[src/rtl/l2h_pkg.sv]
package l2h_pkg;

  typedef enum logic {
    FOLD_PLAIN = 1'b0,
    FOLD_ROT   = 1'b1
  } fold_kind_e;

  function automatic int lane_count(input int total_w, input int lane_w);
    return (total_w + lane_w - 1) / lane_w;
  endfunction

  function automatic int rot_for_lane(input fold_kind_e kind, input int lane,
                                      input int lane_a, input int rot_a,
                                      input int lane_b, input int rot_b);
    if (kind == FOLD_PLAIN) return 0;
    if (lane == lane_a) return rot_a;
    if (lane == lane_b) return rot_b;
    return 0;
  endfunction

endpackage

[src/rtl/l2h_rst_sync.sv]
module l2h_rst_sync #(
  parameter int STAGES = 2
) (
  input  logic clk,
  input  logic rst_n,
  output logic rst_sync_n
);
  logic [STAGES-1:0] chain_q;

  always_ff @(posedge clk or negedge rst_n) begin
    if (!rst_n) chain_q <= '0;
    else        chain_q <= {chain_q[STAGES-2:0], 1'b1};
  end

  assign rst_sync_n = chain_q[STAGES-1];
endmodule

[src/rtl/l2h_fold.sv]
module l2h_fold
  import l2h_pkg::*;
#(
  parameter int         KEY_W  = 60,
  parameter int         LANE_W = 11,
  parameter fold_kind_e KIND   = FOLD_PLAIN,
  parameter int         LANE_A = 1,
  parameter int         ROT_A  = 5,
  parameter int         LANE_B = 3,
  parameter int         ROT_B  = 6
) (
  input  logic [KEY_W-1:0]  key,
  output logic [LANE_W-1:0] folded
);
  localparam int NLANES = lane_count(KEY_W, LANE_W);
  localparam int PAD_W  = NLANES * LANE_W;

  logic [PAD_W-1:0]  key_pad;
  logic [LANE_W-1:0] lane_v [NLANES];
  logic [LANE_W-1:0] acc;

  assign key_pad = PAD_W'(key);

  for (genvar i = 0; i < NLANES; i++) begin : g_lane
    localparam int R = rot_for_lane(KIND, i, LANE_A, ROT_A, LANE_B, ROT_B);
    logic [LANE_W-1:0] raw;
    assign raw = key_pad[i*LANE_W +: LANE_W];
    if (R == 0) begin : g_straight
      assign lane_v[i] = raw;
    end else begin : g_rotate
      assign lane_v[i] = (raw >> R) | (raw << (LANE_W - R));
    end
  end

  always_comb begin
    acc = '0;
    for (int i = 0; i < NLANES; i++) acc = acc ^ lane_v[i];
  end

  assign folded = acc;
endmodule

[src/rtl/l2h_half_sel.sv]
module l2h_half_sel #(
  parameter int LANE_W = 11,
  parameter int IDX_W  = 12,
  parameter int OFFSET = 0
) (
  input  logic              use_rot,
  input  logic [LANE_W-1:0] fold_plain,
  input  logic [LANE_W-1:0] fold_rot,
  output logic [IDX_W-1:0]  idx
);
  logic [LANE_W-1:0] pick;

  always_comb begin
    pick = use_rot ? fold_rot : fold_plain;
    idx  = IDX_W'(pick) + IDX_W'(OFFSET);
  end
endmodule

[src/rtl/l2_dual_hash_idx.sv]
module l2_dual_hash_idx
  import l2h_pkg::*;
#(
  parameter int MAC_W      = 48,
  parameter int VID_W      = 12,
  parameter int LANE_W     = 11,
  parameter int TBL_SLOTS  = 16384,
  parameter int WAYS       = 4,
  parameter int HALVES     = 2,
  parameter int FIELD_W    = 16,
  parameter int ROT_LANE_A = 1,
  parameter int ROT_AMT_A  = 5,
  parameter int ROT_LANE_B = 3,
  parameter int ROT_AMT_B  = 6
) (
  input  logic                    clk,
  input  logic                    rst_n,
  input  logic                    in_valid,
  input  logic [MAC_W-1:0]        mac,
  input  logic [VID_W-1:0]        vid,
  input  logic [HALVES-1:0]       alg_sel,
  output logic                    out_valid,
  output logic [$clog2(TBL_SLOTS/WAYS)-1:0] bucket_lo,
  output logic [$clog2(TBL_SLOTS/WAYS)-1:0] bucket_hi,
  output logic [HALVES*FIELD_W-1:0] bucket_word
);
  localparam int KEY_W       = VID_W + MAC_W;
  localparam int BUCKETS     = TBL_SLOTS / WAYS;
  localparam int IDX_W       = $clog2(BUCKETS);
  localparam int HALF_SPAN   = BUCKETS / HALVES;

  logic              rst_sync_n;
  logic [KEY_W-1:0]  key;
  logic [LANE_W-1:0] fold_p;
  logic [LANE_W-1:0] fold_r;
  logic [IDX_W-1:0]  idx_new [HALVES];
  logic [IDX_W-1:0]  idx_nxt [HALVES];
  logic [IDX_W-1:0]  idx_q   [HALVES];
  logic              vld_nxt;
  logic              vld_q;

  l2h_rst_sync #(.STAGES(2)) u_rst (
    .clk(clk), .rst_n(rst_n), .rst_sync_n(rst_sync_n)
  );

  assign key = {vid, mac};

  l2h_fold #(
    .KEY_W(KEY_W), .LANE_W(LANE_W), .KIND(FOLD_PLAIN),
    .LANE_A(ROT_LANE_A), .ROT_A(ROT_AMT_A), .LANE_B(ROT_LANE_B), .ROT_B(ROT_AMT_B)
  ) u_fold_plain (
    .key(key), .folded(fold_p)
  );

  l2h_fold #(
    .KEY_W(KEY_W), .LANE_W(LANE_W), .KIND(FOLD_ROT),
    .LANE_A(ROT_LANE_A), .ROT_A(ROT_AMT_A), .LANE_B(ROT_LANE_B), .ROT_B(ROT_AMT_B)
  ) u_fold_rot (
    .key(key), .folded(fold_r)
  );

  for (genvar h = 0; h < HALVES; h++) begin : g_half
    l2h_half_sel #(
      .LANE_W(LANE_W), .IDX_W(IDX_W), .OFFSET(h * HALF_SPAN)
    ) u_sel (
      .use_rot(alg_sel[h]), .fold_plain(fold_p), .fold_rot(fold_r),
      .idx(idx_new[h])
    );
  end

  // next-state: capture only on a key strobe
  always_comb begin
    vld_nxt = in_valid;
    for (int h = 0; h < HALVES; h++)
      idx_nxt[h] = in_valid ? idx_new[h] : idx_q[h];
  end

  always_ff @(posedge clk or negedge rst_sync_n) begin
    if (!rst_sync_n) begin
      vld_q <= 1'b0;
      for (int h = 0; h < HALVES; h++) idx_q[h] <= '0;
    end else begin
      vld_q <= vld_nxt;
      for (int h = 0; h < HALVES; h++) idx_q[h] <= idx_nxt[h];
    end
  end

  assign out_valid = vld_q;
  assign bucket_lo = idx_q[0];
  assign bucket_hi = idx_q[HALVES-1];

  for (genvar h = 0; h < HALVES; h++) begin : g_pack
    assign bucket_word[h*FIELD_W +: FIELD_W] = FIELD_W'(idx_q[h]);
  end

  // result strobe trails the key strobe by exactly one clock
  a_r7_valid_follows: assert property (@(posedge clk) disable iff (!rst_sync_n)
    $past(rst_sync_n) |-> (out_valid == $past(in_valid)));

  // no strobe, no change
  a_r8_hold_idle: assert property (@(posedge clk) disable iff (!rst_sync_n)
    ($past(rst_sync_n) && !$past(in_valid)) |-> ($stable(bucket_lo) && $stable(bucket_hi)));

  // lower index stays in the lower half
  a_r4_lo_range: assert property (@(posedge clk) disable iff (!rst_sync_n)
    out_valid |-> (int'(bucket_lo) < HALF_SPAN));

  // upper index stays in the upper half
  a_r5_hi_range: assert property (@(posedge clk) disable iff (!rst_sync_n)
    out_valid |-> (int'(bucket_hi) >= HALF_SPAN));

  // equal selects give indices a half-span apart
  a_r5_same_fold: assert property (@(posedge clk) disable iff (!rst_sync_n)
    ($past(rst_sync_n) && $past(in_valid) && ($past(alg_sel[0]) == $past(alg_sel[HALVES-1])))
    |-> ((int'(bucket_hi) - int'(bucket_lo)) == HALF_SPAN));
endmodule

[config.mk]
export PLATFORM = sky130hd
export DESIGN_NAME = l2_dual_hash_idx
export DESIGN_NICKNAME = d
export VERILOG_FILES = /design/src/rtl/l2h_pkg.sv /design/src/rtl/l2h_rst_sync.sv /design/src/rtl/l2h_fold.sv /design/src/rtl/l2h_half_sel.sv /design/src/rtl/l2_dual_hash_idx.sv
export SDC_FILE = /design/constraint.sdc
export NUM_CORES = 1
export LEC_CHECK = 0
export ABC_AREA = 1
export BUFFER_PORTS_ARGS = -buffer_cell sky130_fd_sc_hd__buf_2
export CAP_MARGIN = 20
export CORE_UTILIZATION = 46
export CTS_BUF_LIST = sky130_fd_sc_hd__clkbuf_16
export DETAILED_ROUTE_END_ITERATION = 8
export PLACE_DENSITY = 0.78
export REMOVE_ABC_BUFFERS = 1
export SLEW_MARGIN = 0
export SYNTH_ARGS = -nofsm -noshare
export SYNTH_HDL_FRONTEND = slang
export SYNTH_SLANG_ARGS = --single-unit
[constraint.sdc]
create_clock -name clk -period 1.3 [get_ports clk]
set_clock_uncertainty 0.15 [all_clocks]
set_input_delay 0.195 -clock clk [delete_from_list [all_inputs] [get_ports clk]]
set_output_delay 0.195 -clock clk [all_outputs]
set_load 0.01 [all_outputs]
# == Word level (Yosys, flattened, before mapping) ==
# Cells that the tools add are included.
# Widths: inputs -> output; s select.
# totals
register_bits,26
out_inout_bits,57
elab_cells,19
# classes
addsub,1
n_mux,2
n_bitwise,12
# ops
cell,count
$xor 11x11->11,8
$mux 11,2
$xor 11x5->11,2
$add 11x12->12 const B,1
$or 5x11->11,1
$or 6x11->11,1

# == Longest topological paths before layout ==
# logic_depth
ltp_word,8
ltp_mapped,11

# == Modules after synthesis ==
# From an unflattened synthesis, not the netlist that was laid out.
# unflattened
cells_unflattened,621
hier_area_um2,3407.0
# modules_own_cells
mod,n_inst,cells_per_inst,area_per_inst_um2
l2h_fold,2,203,897.1
l2_dual_hash_idx,1,136,1243.7
l2h_half_sel,2,38,157.7
l2h_rst_sync,1,3,53.8

# == Worst setup path before layout ==
# Ideal clock, no wire load.
# synth_path
kind,input-to-reg
startpoint,in vid[2]
endpoint,"reg idx_q, in the netlist bucket_hi[6]"
t_arrival_ps,829
required_ps,1033
setup_slack_ps,204
stages,7
n_path_buf,0
cell_sequence,or2_1 > nand2_1 > nand2_1 > nand3_1 > nand3_1 > nand3_1 > nand2_1
# synth_between
elab_chain_len,4
# synth_lines
element,line,rtl
start: declaration,l2_dual_hash_idx.sv:20,"input logic [VID_W-1:0] vid,"
$xor 11x11->11,l2h_fold.sv:37,for (int i = 0; i < NLANES; i++) acc = acc ^ lane_v[i];
$xor 11x5->11,l2h_fold.sv:37,
$mux 11 (*),l2h_half_sel.sv:14,pick = use_rot ? fold_rot : fold_plain;
$add 11x12->12 (*),l2h_half_sel.sv:15,idx = IDX_W'(pick) + IDX_W'(OFFSET);
end: declaration,l2_dual_hash_idx.sv:38,logic [IDX_W-1:0] idx_q [HALVES];
# Mark *: on every way between the ends. The rest lies on a longest branch, timed or not.
# A chain may end at the register's enable or synchronous reset.

# == Worst setup path in the final report ==
# layout_path
startpoint,"reg idx_q, in the netlist bucket_lo[8]"
endpoint,out bucket_word[8]
# layout_lines
element,line,rtl
end: declaration,l2_dual_hash_idx.sv:25,output logic [HALVES*FIELD_W-1:0] bucket_word
# No word-level cell between the ends.

==> PnR_summary.wiki <==
{| class="wikitable"
! Metric !! Value
|-
| Outcome || complete, no violations
|-
| Top-area cell type share of the netlist area || 29.6%
|-
| Leakage power summed over all cells || 2.12 nW
|-
| Number of post-CTS setup repair buffers || 0
|-
| Maximum capacitance violations || 0
|-
| Wire length after detailed routing || 6740 um
|-
| Worst setup slack after placement || 0.00615 ns
|-
| Root Buffer || clkbuf_16
|-
| Final critical-path setup slack || 0.137 ns
|-
| Final core utilization || 56.8%
|-
| Vertical die dimension || 80.4 um
|-
| Final Critical Period || 1.16 ns
|-
| Clock-pin slew of the registers on the worst-case setup and hold paths || 0.06 ns
|-
| Setup TNS || 0 ns
|-
| Gr usage total || 21.5%
|-
| Data required, critical path || 0.95 ns
|-
| Initial antenna violation count || 0
|-
| Effective utilization at floorplan || 47.8%
|-
| Detailed placement HPWL || 5670 um
|-
| Netlist Area Pre-Place || 2830 um2
|-
| Share of the clock period used by the worst path || 89.4%
|-
| Post_cts resized || 0
|-
| Detailed-route via count || 3,199
|-
| Routability congestion estimate from global placement || 0.826
|-
| Detailed-route vias per instance || 4.87
|-
| Async set-reset flop share out of synthesis || 100%
|-
| Commonest register cell after synthesis || dfrtp_1
|-
| Clk sinks || 26
|-
| Full die area || 6460 um2
|-
| RSZ-0062 raised after global routing || no
|-
| Fraction of the yosys area taken by sequential cells || 23.0%
|-
| Count of pins on the block boundary || 122
|-
| Worst Hold Margin || 0.0724 ns
|-
| Largest net degree at the start of global routing || 25
|-
| Area leader, netlist || nand2_1
|-
| Number of DRC violations after detailed-routing iteration 0 || 132
|-
| Distinct cells, synth || 18
|-
| Routed wire per std cell || 10.3 um
|-
| Number of rows in the core area || 28
|-
| Longest Clk Path Bufs || 2
|-
| Critical setup path kind || flip-flop to output pin
|-
| Global route overflow || 0
|-
| Most frequent cells after synthesis || nand2_1, nand3_1, inv_1
|-
| Storage element area || 651 um2
|-
| Horizontal die dimension || 80.4 um
|-
| Syn Inst Count || 488
|-
| CTS Hold Bufs || 1
|-
| Detail Route Antenna Nets || 0
|-
| Post-synth EDFFs || 0
|-
| Total power draw || 2.88 mW
|-
| Clock latency reported for the late side of the worst-skew pair || 0.25 ns
|-
| Vias in the first global route || 2,760
|-
| Area growth from synthesis to final layout || 18.9%
|-
| PwrDens || 856 nW/um2
|-
| IR Drop Worst-Case VDD || 0.000547 V
|-
| Setup violation total in the final timing report || 0
|-
| Reg-to-Reg Start || bucket_hi[11]$_DFFE_PN0P_
|-
| Drc violations || 0
|-
| Element type at the critical path end || output pin
|-
| Arrival time of the worst setup path || 0.82 ns
|-
| Launch point of the critical path || bucket_lo[8]$_DFFE_PN0P_
|-
| Internal reg-to-reg setup slack || 0.36 ns
|-
| Ys Warns || 0
|-
| CTS H-tree lvls || 1
|-
| Global-route wire length before repair || 11,300 um
|-
| Buffers on Ports || 111
|-
| Top cells by area in the synthesized netlist || nand2_1, dfrtp_1, nand3_1
|-
| Number of slew-limit violations in the final report || 0
|-
| Number of buffers created by CTS || 3
|-
| Fraction of final layout cells sized beyond drive strength 1 || 21.5%
|-
| TritonCTS clock tree || done
|-
| Sort of element at the start of the critical path || flip-flop
|-
| Filler Cell Count || 595
|-
| Drt pass-1 iters || 4
|-
| Flip-flop and latch count after synthesis || 26
|-
| Endpoints failing hold || 0
|-
| Tightest Hold Check Type || flip-flop to asynchronous set/reset pin
|-
| Maximum clock frequency || 0.860 GHz
|-
| Number of nets at the end of the flow || 648
|-
| Count of antenna diodes in the layout || 0
|-
| Most common cell in the synthesized netlist || nand2_1
|-
| Multi-input combinational cell area || 1720 um2
|-
| Peak fanout along the critical path || 3
|-
| CP delay by family, top || flip-flops
|-
| Core area || 5920 um2
|-
| Crit path cell chain || buf_2
|-
| Highest cell delay on the worst timing path || 0.41 ns
|-
| Buffers plus inverters on the worst setup path || 1
|-
| Slowest cell on the critical path || dfrtp_1
|-
| Synth Area per Inst || 5.79 um2
|}
==> layout make-up <==
type	count	share of cell area, %
clock buffers	3	2.23
clock inverters	1	0.112
inverters	48	5.36
multi-input cells	382	51.1
flip-flops and latches	26	19.4
well taps	75	2.79
repair buffers	122	19.1
==> report_power, final <==
group | total, mW | switching, mW | internal (mW)
sequential | 1.01 | 0.0882 | 0.917
combinational | 1.20 | 0.708 | 0.496
clock | 0.668 | 0.257 | 0.411
total | 2.88 | 1.05 | 1.82
==> metrics by stage <==
stage	area [um2]	cells
5_1_grt	3360	657
6_report	3360	657
4_1_cts	3360	657
3_5_place_dp	3270	652
3_3_place_gp	3270	652
2_1_floorplan	2550	456
==> layout by cell type, fill, tap and decap left out, types with 6 or more instances in the layout <==
cell        n
buf_2     111
buf_4      10
conb_1     11
dfrtp_1    26
inv_1      48
nand2_1   223
nand3_1    96
nand3b_1   16
nor2_1      9
or2_1       6
xnor2_1     9
xor2_1      7
==> flip-flops by register name, indices dropped and copies added, names as in the netlist <==
signal / flops
bucket_hi: 12
u_rst.chain_q: 2
bucket_lo: 11
out_valid: 1
==> per-layer routing <==
metal	global-route usage, %	vias up	share of wire (%)
met2	39.2	91	49
met5	0	-	0
met1	27.7	1428	46
li1	-	1678	-
met3	1.36	2	4.3
met4	4.29	0	0.50
==> cell families after synthesis <==
| group | Yosys count | synth area share (%) |
|---|---|---|
| AO/OA/AOI/OAI | 3 | 0.531 |
| flip-flops | 26 | 23.0 |
| buffers and inverters | 89 | 17.4 |
| other | 2 | 0.266 |
| XOR/XNOR | 16 | 4.96 |
| AND/OR/NAND/NOR | 352 | 53.8 |
==> worst paths after layout <==
path	end	depth (start not counted)
worst max-delay path	bucket_word[8]	1
worst min-delay path	bucket_lo[9]$_DFFE_PN0P_	1
max in group asynchronous	bucket_lo[0]$_DFFE_PN0P_	1
min in group clk	bucket_hi[9]$_DFFE_PN0P_	3
worst max register to register	bucket_hi[11]$_DFFE_PN0P_	1
worst min register to register	bucket_lo[9]$_DFFE_PN0P_	1
No activity file was read; power rests on OpenSTA's default activity.
